<file path="src/rtl/wdog_pkg.sv">
package wdog_pkg;
  typedef enum logic [1:0] {
    DIV_SUB  = 2'd0,
    DIV_LOW  = 2'd1,
    DIV_HIGH = 2'd2
  } div_sel_e;

  function automatic div_sel_e pick_div(input logic sub_clk, input logic long_sel);
    if (sub_clk)       return DIV_SUB;
    else if (long_sel) return DIV_HIGH;
    else               return DIV_LOW;
  endfunction
endpackage

</file>
<file path="src/rtl/wdog_prescaler.sv">
module wdog_prescaler
  import wdog_pkg::*;
#(
  parameter int RATIO_SUB  = 2,
  parameter int RATIO_LOW  = 16,
  parameter int RATIO_HIGH = 128
) (
  input  logic     clk_i,
  input  logic     rst_ni,
  input  logic     run_i,
  input  div_sel_e sel_i,
  output logic     tick_o
);
  localparam int PRE_W = (RATIO_HIGH > 2) ? $clog2(RATIO_HIGH) : 1;
  localparam logic [PRE_W-1:0] TERM_SUB  = PRE_W'(RATIO_SUB - 1);
  localparam logic [PRE_W-1:0] TERM_LOW  = PRE_W'(RATIO_LOW - 1);
  localparam logic [PRE_W-1:0] TERM_HIGH = PRE_W'(RATIO_HIGH - 1);

  logic [PRE_W-1:0] phase_q, phase_d;
  logic [PRE_W-1:0] term_q, term_d;
  logic [PRE_W-1:0] term_sel;
  logic             phase_en;

  always_comb begin
    case (sel_i)
      DIV_SUB:  term_sel = TERM_SUB;
      DIV_HIGH: term_sel = TERM_HIGH;
      default:  term_sel = TERM_LOW;
    endcase
  end

  assign tick_o = run_i && (phase_q == term_q);

  always_comb begin
    phase_en = 1'b1;
    phase_d  = phase_q + 1'b1;
    term_d   = term_q;
    if (!run_i) begin
      phase_d = '0;
      term_d  = term_sel;
    end else if (tick_o) begin
      phase_d = '0;
      term_d  = term_sel;
    end
  end

  always_ff @(posedge clk_i or negedge rst_ni) begin
    if (!rst_ni) begin
      phase_q <= '0;
      term_q  <= TERM_LOW;
    end else if (phase_en) begin
      phase_q <= phase_d;
      term_q  <= term_d;
    end
  end

  AST_PHASE_BOUND: assert property (@(posedge clk_i) disable iff (!rst_ni)
    run_i |-> (phase_q <= term_q));

  AST_TERM_HOLD: assert property (@(posedge clk_i) disable iff (!rst_ni)
    (run_i && !tick_o) |=> $stable(term_q));
endmodule

</file>
<file path="src/rtl/wdog_counter.sv">
module wdog_counter #(
  parameter int CNT_W = 15
) (
  input  logic             clk_i,
  input  logic             rst_ni,
  input  logic             tick_i,
  input  logic             start_i,
  output logic             run_o,
  output logic [CNT_W-1:0] cnt_o,
  output logic             irq_o
);
  localparam logic [CNT_W-1:0] RELOAD = {CNT_W{1'b1}};

  logic [CNT_W-1:0] cnt_q, cnt_d;
  logic             run_q, run_d;
  logic             irq_q, irq_d;
  logic             cnt_en;

  always_comb begin
    cnt_en = start_i || tick_i;
    cnt_d  = cnt_q;
    run_d  = run_q || start_i;
    irq_d  = 1'b0;
    if (start_i) begin
      cnt_d = RELOAD;
    end else if (tick_i) begin
      if (cnt_q == '0) begin
        cnt_d = RELOAD;
        irq_d = 1'b1;
      end else begin
        cnt_d = cnt_q - 1'b1;
      end
    end
  end

  always_ff @(posedge clk_i or negedge rst_ni) begin
    if (!rst_ni) begin
      cnt_q <= RELOAD;
      run_q <= 1'b0;
      irq_q <= 1'b0;
    end else begin
      run_q <= run_d;
      irq_q <= irq_d;
      if (cnt_en) cnt_q <= cnt_d;
    end
  end

  assign run_o = run_q;
  assign cnt_o = cnt_q;
  assign irq_o = irq_q;

  AST_IRQ_SINGLE: assert property (@(posedge clk_i) disable iff (!rst_ni)
    irq_q |=> !irq_q);

  AST_IRQ_RELOADED: assert property (@(posedge clk_i) disable iff (!rst_ni)
    irq_q |-> (cnt_q == RELOAD));

  AST_STEP_ONE: assert property (@(posedge clk_i) disable iff (!rst_ni)
    (tick_i && !start_i && cnt_q != '0) |=> (cnt_q == $past(cnt_q) - 1'b1));

  AST_HELD_STOPPED: assert property (@(posedge clk_i) disable iff (!rst_ni)
    (!run_q && !start_i) |=> ($stable(cnt_q) && !irq_q));
endmodule

</file>
<file path="src/rtl/wdog_timer.sv">
module wdog_timer
  import wdog_pkg::*;
#(
  parameter int CNT_W      = 15,
  parameter int DATA_W     = 8,
  parameter int SEL_BIT    = 7,
  parameter int RATIO_SUB  = 2,
  parameter int RATIO_LOW  = 16,
  parameter int RATIO_HIGH = 128
) (
  input  logic              clk_i,
  input  logic              rst_ni,
  input  logic              sub_clk_i,
  input  logic              ctrl_we_i,
  input  logic              start_we_i,
  input  logic [DATA_W-1:0] wr_data_i,
  output logic [CNT_W-1:0]  count_o,
  output logic              irq_o
);
  logic     long_q, long_d;
  logic     running;
  logic     tick;
  div_sel_e div_sel;

  always_comb begin
    long_d = ctrl_we_i ? wr_data_i[SEL_BIT] : long_q;
  end

  always_ff @(posedge clk_i or negedge rst_ni) begin
    if (!rst_ni) long_q <= 1'b0;
    else         long_q <= long_d;
  end

  assign div_sel = pick_div(sub_clk_i, long_q);

  wdog_prescaler #(
    .RATIO_SUB (RATIO_SUB),
    .RATIO_LOW (RATIO_LOW),
    .RATIO_HIGH(RATIO_HIGH)
  ) i_pre (
    .clk_i (clk_i),
    .rst_ni(rst_ni),
    .run_i (running),
    .sel_i (div_sel),
    .tick_o(tick)
  );

  wdog_counter #(
    .CNT_W(CNT_W)
  ) i_cnt (
    .clk_i  (clk_i),
    .rst_ni (rst_ni),
    .tick_i (tick),
    .start_i(start_we_i),
    .run_o  (running),
    .cnt_o  (count_o),
    .irq_o  (irq_o)
  );

  AST_START_RELOAD: assert property (@(posedge clk_i) disable iff (!rst_ni)
    start_we_i |=> (count_o == {CNT_W{1'b1}} && !irq_o));
endmodule

</file>
<file path="config.mk">
export PLATFORM = sky130hd
export DESIGN_NAME = wdog_timer
export DESIGN_NICKNAME = d
export VERILOG_FILES = /design/src/rtl/wdog_pkg.sv /design/src/rtl/wdog_prescaler.sv /design/src/rtl/wdog_counter.sv /design/src/rtl/wdog_timer.sv
export SDC_FILE = /design/constraint.sdc
export NUM_CORES = 1
export LEC_CHECK = 0
export ABC_AREA = 1
export BUFFER_PORTS_ARGS = -buffer_cell sky130_fd_sc_hd__clkbuf_2
export CORE_ASPECT_RATIO = 0.6
export CORE_UTILIZATION = 30
export CTS_CLUSTER_DIAMETER = 60
export CTS_CLUSTER_SIZE = 12
export DETAILED_ROUTE_END_ITERATION = 12
export REMOVE_ABC_BUFFERS = 1
export SLEW_MARGIN = 5
export SYNTH_ARGS = -nofsm -noshare
export SYNTH_HDL_FRONTEND = slang
export SYNTH_HIERARCHICAL = 1
export SYNTH_SLANG_ARGS = --single-unit
</file>
<file path="constraint.sdc">
create_clock -name clk_i -period 1.8 [get_ports clk_i]
set_input_delay 0.18 -clock clk_i [delete_from_list [all_inputs] [get_ports clk_i]]
set_output_delay 0.18 -clock clk_i [all_outputs]
set_load 0.01 [all_outputs]
</file>
==> run metrics, run 1 <==
status=complete, no violations; die outline height=59.15 um; Total Routing Usage GR=13.82%; Congestion Overflow GR=0; WP data arrival=1.92 ns; gr busiest metal=met1; cell taking the most area after synthesis=dfstp_2; vias per cell=4.545; Post-DRT Antenna Nets=0; relative slew slack=53.47%; DRC Markers=0; pin count of the biggest net entering global routing=28; Synth Cell Area=1633 sq um; Rows=20; post-synth cell types=27; Max stage delay on crit path=0.57 ns; Filler cells=536; Setup Skew=0.006246 ns; clock power share=18.5%; R2R Setup Slk=0.09 ns; first-pass GRT wire length=6154 um; worst path cell trace=nand2_1 > nand2_1 > nand3_4 > nor2_4 > inv_2 > nand2_4 > clkinvlp_4 > nor2_4 > nand3_2 > nand2_2 > nand3_2; DP Wirelength=2842 um; Crit Path Class=flip-flop to flip-flop; launching point of the worst reg2reg path=i_pre/term_q[3]; hold path start=wr_data_i[7]; H-tree level count=1; Tcrit/Tclk final=95.08%; vias in the first global route=1268; die area=5751 sq um; share of layout cells above drive strength 1=35.95%; core area=5155 sq um; final setup margin=0.08859 ns; post-synthesis sequential area ratio=42.61%; Util after Layout=38.50%; min cycle time layout=1.711 ns; setup violators final=0; worst hold path type=input pin to flip-flop; Final Hold Fails=0; Hold Crit Depth=3; I/O pins=29; RR Endpoint=i_cnt/cnt_o[11]; port bufs=21; Worst setup SP type=flip-flop; top cells by area in the synthesized netlist=dfstp_2 (26%), dfrtp_1 (17%), nand2_1 (12%), nor2_1 (6.2%), nand3_1 (6.1%); Yosys Warn Count=6; Pins Over Slew Limit=0; Placed Area=1866 sq um; Setup TNS=0 ns; Psw=734.4 uW; Initial Util=31.67%; drt total wl=3739 um; Sw Ratio=37.90%; Max-Cap Viols=0; Flop pwr share=46.2%; initial antenna violation count=0; via count=1400; post-synth top area share=25.75%; Leak=0.0009408 uW; post-synthesis register bit count=27; CTS Sinks=27; drt wl/cell=12.14 um; final net count=259; internal power=1203 uW; CTS Buf Count=3; GRT met2 Usage=19.42%; unrepaired setup endpoints after global routing=true; clk slew on worst S/H paths=0.10 ns; Comb power frac=35.3%; Design Area, Final=1984 sq um; CP top delay family=simple AND/OR/NAND/NOR gates; Clk Latency, worst-skew pair=0.28 ns; Achievable Freq=0.5843 GHz; maximum VDD drop=0.0003584 V; mean post-synth cell area=7.813 sq um; root buffer cell=clkbuf_8; CP max FO=7; maximum clock path buffer count=2; CP Buf/Inv Count=2; Hold EP=long_q; DP Worst Slack=-0.005195 ns; Die X=97.24 um; CP startpoint=i_pre/term_q[3]; R2R cell count=11; Max stage delay cell, worst path=dfstp_2; met3 Use GR=3.184%; router iterations before antenna repair=4; power density cells=976.5 nW/um^2; global routing usage on met1=21.50%; RePlAce Congestion=0.8058; Synth Instances=209; Worst EP required=2.01 ns; Ant. Diodes=0; initial drt markers=85; CP endpoint kind=flip-flop; Area growth, synth to finish=21.53%; CTS tree=built; Least-Margin Pin Slew=0.6980 ns
registers in the layout, summed over array words and instances (netlist names):
name	count
i_cnt/cnt_o	15
i_cnt/irq_o	1
i_cnt/run_o	1
i_pre/phase_q	7
i_pre/term_q	2
long_q	1
layer usage:
| layer | share of wire, % | routed length (um) | up-vias |
|---|---|---|---|
| met5 | 0 | 0 | - |
| li1 | - | - | 729 |
| met4 | 0 | 0 | 0 |
| met2 | 38 | 1408 | 33 |
| met1 | 58 | 2152 | 638 |
| met3 | 4.8 | 179 | 0 |
power groups by stage:
stage	logic, uW	registers (uW)	clock network, uW
after CTS	659	891	373
after detailed placement	651	901	0
after global routing	764	913	390
after global placement	635	898	0
after floorplan	434	891	0
final	684	895	358
cell usage after synthesis:
cell type and number:
nand2_1 54, dfrtp_1 11, nand4_1 4, nor3b_1 1, inv_1 24, buf_6 1
nor2_4 3, xnor2_1 2, o21ai_0 5, nor2_2 5, nand3_2 7, nand3b_1 1
dfstp_2 16, nor2_1 27, inv_2 5, a21oi_2 2, clkbuf_1 1, nor3_2 2
or2_2 2, ha_1 3, and2_1 1, nand2_2 3, nand3_1 20, xor2_1 4
nand3_4 1, nand2_4 1, nor3_1 3
worst max-delay path by stage:
stage               depth (start not counted)              end  slack (ns)
floorplan                                  10  i_cnt/cnt_o[10]       0.003
global placement                           11  i_cnt/cnt_o[10]        0.02
detailed placement                         10  i_cnt/cnt_o[10]      -0.005
CTS                                        10  i_cnt/cnt_o[10]       0.003
global route                               12  i_cnt/cnt_o[11]       -0.03
finish                                     11  i_cnt/cnt_o[11]        0.09
timing repair:
action	in CTS	in global routing
endpoints found under the setup margin	3	13
hold endpoints to repair	11	0
setup buffers	0	1
resized for setup	2	12
hold buffers	1	0
pin swaps	1	7
area by class of cell:
type                    count  area (sq um)  share of cell area, %
multi-input cells         151         864.6                  43.57
clock buffers               3         41.29                  2.081
repair buffers             31         182.7                  9.206
clock inverters             1         5.005                 0.2522
well taps                  66         82.58                  4.161
flip-flops and latches     27         695.7                  35.06
inverters                  29         112.6                  5.675
cell families after synthesis:
group | after synthesis | share of synthesized area [%]
fa+ha+maj | 3 | 2.299
simple gates | 135 | 41.69
xor+xnor | 6 | 3.218
compound gates | 7 | 2.605
flops | 27 | 42.60
buf+inv | 31 | 7.586
stage by stage:
step	hold slack, ns	cells	total power, uW
2_1_floorplan	-0.1156	207	1325
3_3_place_gp	0.2603	302	1534
3_5_place_dp	0.2548	302	1552
4_1_cts	0.08493	307	1923
5_1_grt	0.1158	308	2066
6_report	0.08578	308	1938
worst min-delay path, stage by stage:
cell	delay, ns
clkbuf_2	0.07
nand2_1	0.04
nand2_1	0.05
layout by cell type, fill, tap and decap left out:
master / instances
nand2_1: 53
nor2_1: 25
inv_1: 23
clkbuf_2: 21
nand3_1: 18
dfstp_2: 16
dfrtp_1: 11
buf_4: 9
nand3_2: 8
nor2_2: 5
inv_2: 5
nor2_4: 5
nand4_1: 4
xor2_1: 4
clkbuf_8: 3
nor3_1: 3
nand2_4: 3
o21ai_0: 3
ha_1: 3
or2_2: 2
nand2_2: 2
nand3_4: 2
o21ai_1: 2
a21oi_2: 2
xnor2_1: 2
clkinv_2: 1
dlygate4sd3_1: 1
nor3_2: 1
clkinvlp_4: 1
nor3_4: 1
and2_1: 1
nand3b_1: 1
nor3b_1: 1
No activity file was read; power rests on OpenSTA's default activity.
==> inputs of run 2 (changes only) <==
Settings changed: CORE_UTILIZATION 30 to 45, PLACE_DENSITY_LB_ADDON set to 0.08.
==> run 2 against run 1 <==
Compared with the run above:
- die area down 33%
- design area down 2.5%
- via count up 3.0%
- non-clock buffer count down 1
- first-iteration DRC count up 45%
- sequential power about the same
- sequential share of layout area up 0.91 points
- largest cell class unchanged
==> run metrics, run 2 (synthesis results as in run 1) <==
clk slew on worst S/H paths=0.09 ns (about the same); Post-DRT Antenna Nets=0 (unchanged); first-pass GRT wire length=6258 um (+1.7%); drt total wl=3578 um (-4.3%); DP Worst Slack=-0.01701 ns (-0.01181 ns); WP data arrival=1.88 ns (-0.04 ns); share of layout cells above drive strength 1=34.44% (-1.5 points); hold path start=start_we_i; power density cells=993.6 nW/um^2 (+1.8%); final net count=258 (-0.39%); global routing usage on met1=32.33% (+11 points); status=complete, no violations; Setup Skew=0.006430 ns (+0.0001840 ns); commonest cells after routing, fill and taps aside=nand2_1 (54), nor2_1 (25), inv_1 (24); CTS tree=built; CTS Buf Count=3 (unchanged); port bufs=21 (unchanged); drt wl/cell=12.51 um (+3.1%); die outline height=48.66 um (-18%); Max stage delay on crit path=0.42 ns (-0.15 ns); gr busiest metal=met1; GRT met2 Usage=30.06% (+11 points); Die X=79.77 um (-18%); Worst setup SP type=flip-flop; Total Routing Usage GR=21.04% (+7.2 points); Worst EP required=2.01 ns (about the same); Max stage delay cell, worst path=dfrtp_1; Least-Margin Pin Slew=0.6560 ns (-0.04198 ns); final setup margin=0.1282 ns (+0.03961 ns); DRC Markers=0 (unchanged); Max-Cap Viols=0 (unchanged); CP max FO=7 (unchanged); pin count of the biggest net entering global routing=28 (unchanged); Util after Layout=57.51% (+19 points); maximum VDD drop=0.0004764 V (+33%); CTS Sinks=27 (unchanged); Initial Util=48.55% (+17 points); overall power=1922 uW (-0.81%); initial drt markers=123 (+45%); unrepaired setup endpoints after global routing=true; router iterations before antenna repair=4 (unchanged); commonest non-fill, non-tap cell in the layout=nand2_1; RePlAce Congestion=0.8705 (+8.0%); max FFs per register=15 (unchanged); Congestion Overflow GR=0 (unchanged); Crit Path Class=flip-flop to flip-flop; CP startpoint=i_pre/phase_q[5]; vias per cell=5.042 (+11%); launching point of the worst reg2reg path=i_pre/phase_q[5]; Tcrit/Tclk final=92.88% (-2.2 points); cell count after placement=279 (-7.6%); Achievable Freq=0.5982 GHz (+2.4%); CP Buf/Inv Count=3 (+1); Clk Latency, worst-skew pair=0.28 ns (about the same); Setup TNS=0 ns (unchanged); core area=3363 sq um (-35%); worst hold path type=input pin to flip-flop; Rows=16 (-20%); Final Non-Filler Cells=286 (-7.1%); H-tree level count=1 (unchanged); Final Hold Fails=0 (unchanged); root buffer cell=clkbuf_8; relative slew slack=56.26% (+2.8 points); min cycle time layout=1.672 ns (-0.03961 ns); CP top delay family=simple AND/OR/NAND/NOR gates; I/O pins=29 (unchanged); Leak=0.0009418 uW (+0.11%); initial antenna violation count=0 (unchanged); via count=1442 (+3.0%); met3 Use GR=5.660% (+2.5 points); setup violators final=0 (unchanged); DP Wirelength=2737 um (-3.7%); CP endpoint kind=flip-flop; Pins Over Slew Limit=0 (unchanged); die area=3881 sq um (-33%); worst path cell trace=inv_1 > nand2_1 > a21oi_2 > nand3_4 > nor2_4 > inv_2 > nand2_4 > inv_1 > nor2_2 > nand3_1 > nand2_1 > nand3_2; maximum clock path buffer count=2 (unchanged); Area growth, synth to finish=18.47%; Ant. Diodes=0 (unchanged); vias in the first global route=1339 (+5.6%)
[run 2: cell count changes in the layout (fill, tap and decap cells not counted)]
cell / previous run / this run
buf_4: 9 / 8
clkinvlp_4: 1 / 0
inv_1: 23 / 24
nand2_1: 53 / 54
nand2_2: 2 / 1
nand3_1: 18 / 19
nand3_2: 8 / 7
nor2_2: 5 / 6
nor2_4: 5 / 4
o21ai_0: 3 / 5
o21ai_1: 2 / 0
[run 2: through the flow]
step	hold slack, ns	area [sq um]
6_report	0.09625	1934
5_1_grt	0.09814	1934
4_1_cts	0.08603	1894
3_5_place_dp	0.2502	1824
3_3_place_gp	0.2428	1824
2_1_floorplan	-0.1156	1618
[run 2: path summary, 6_finish.rpt]
kind | to | slack, ns | cells after the start
worst max-delay path | i_cnt/cnt_o[11] | 0.13 | 12
worst min-delay path | i_cnt/irq_o | 0.1 | 2
worst max register to register | i_cnt/cnt_o[11] | 0.13 | 12
worst min register to register | i_pre/phase_q[0] | 0.50 | 1
max in group asynchronous | i_pre/phase_q[6] | 0.91 | 2
min in group asynchronous | i_pre/phase_q[4] | 0.47 | 2
[run 2: per-layer routing]
metal | share of wire, % | wire (um)
met5 | 0 | 0
met4 | 0 | 0
met3 | 6.7 | 239
met2 | 42 | 1487
met1 | 52 | 1850
[run 2: timing repair]
item	in CTS	in global routing
hold endpoints to repair	11	0
resized for setup	3	5
buffers inserted	0	2
hold buffers	1	0
pin swaps	1	4
cloned	0	0
setup endpoints to repair	2	10
[run 2: layout make-up]
type                    instances  area, sq um
flip-flops and latches         27        695.7
multi-input cells             151        852.1
clock inverters                 1        5.005
repair buffers                 30        175.2
fillers                       320         1429
well taps                      45        56.30
clock buffers                   3        41.29
inverters                      29        108.9
[run 2: where the power goes]
group / leakage, uW / internal [uW] / total (uW) / switching [uW]
registers: 0.000302 / 757 / 896 / 140
logic: 0.000614 / 292 / 677 / 385
clock network: 0.0000255 / 155 / 349 / 193
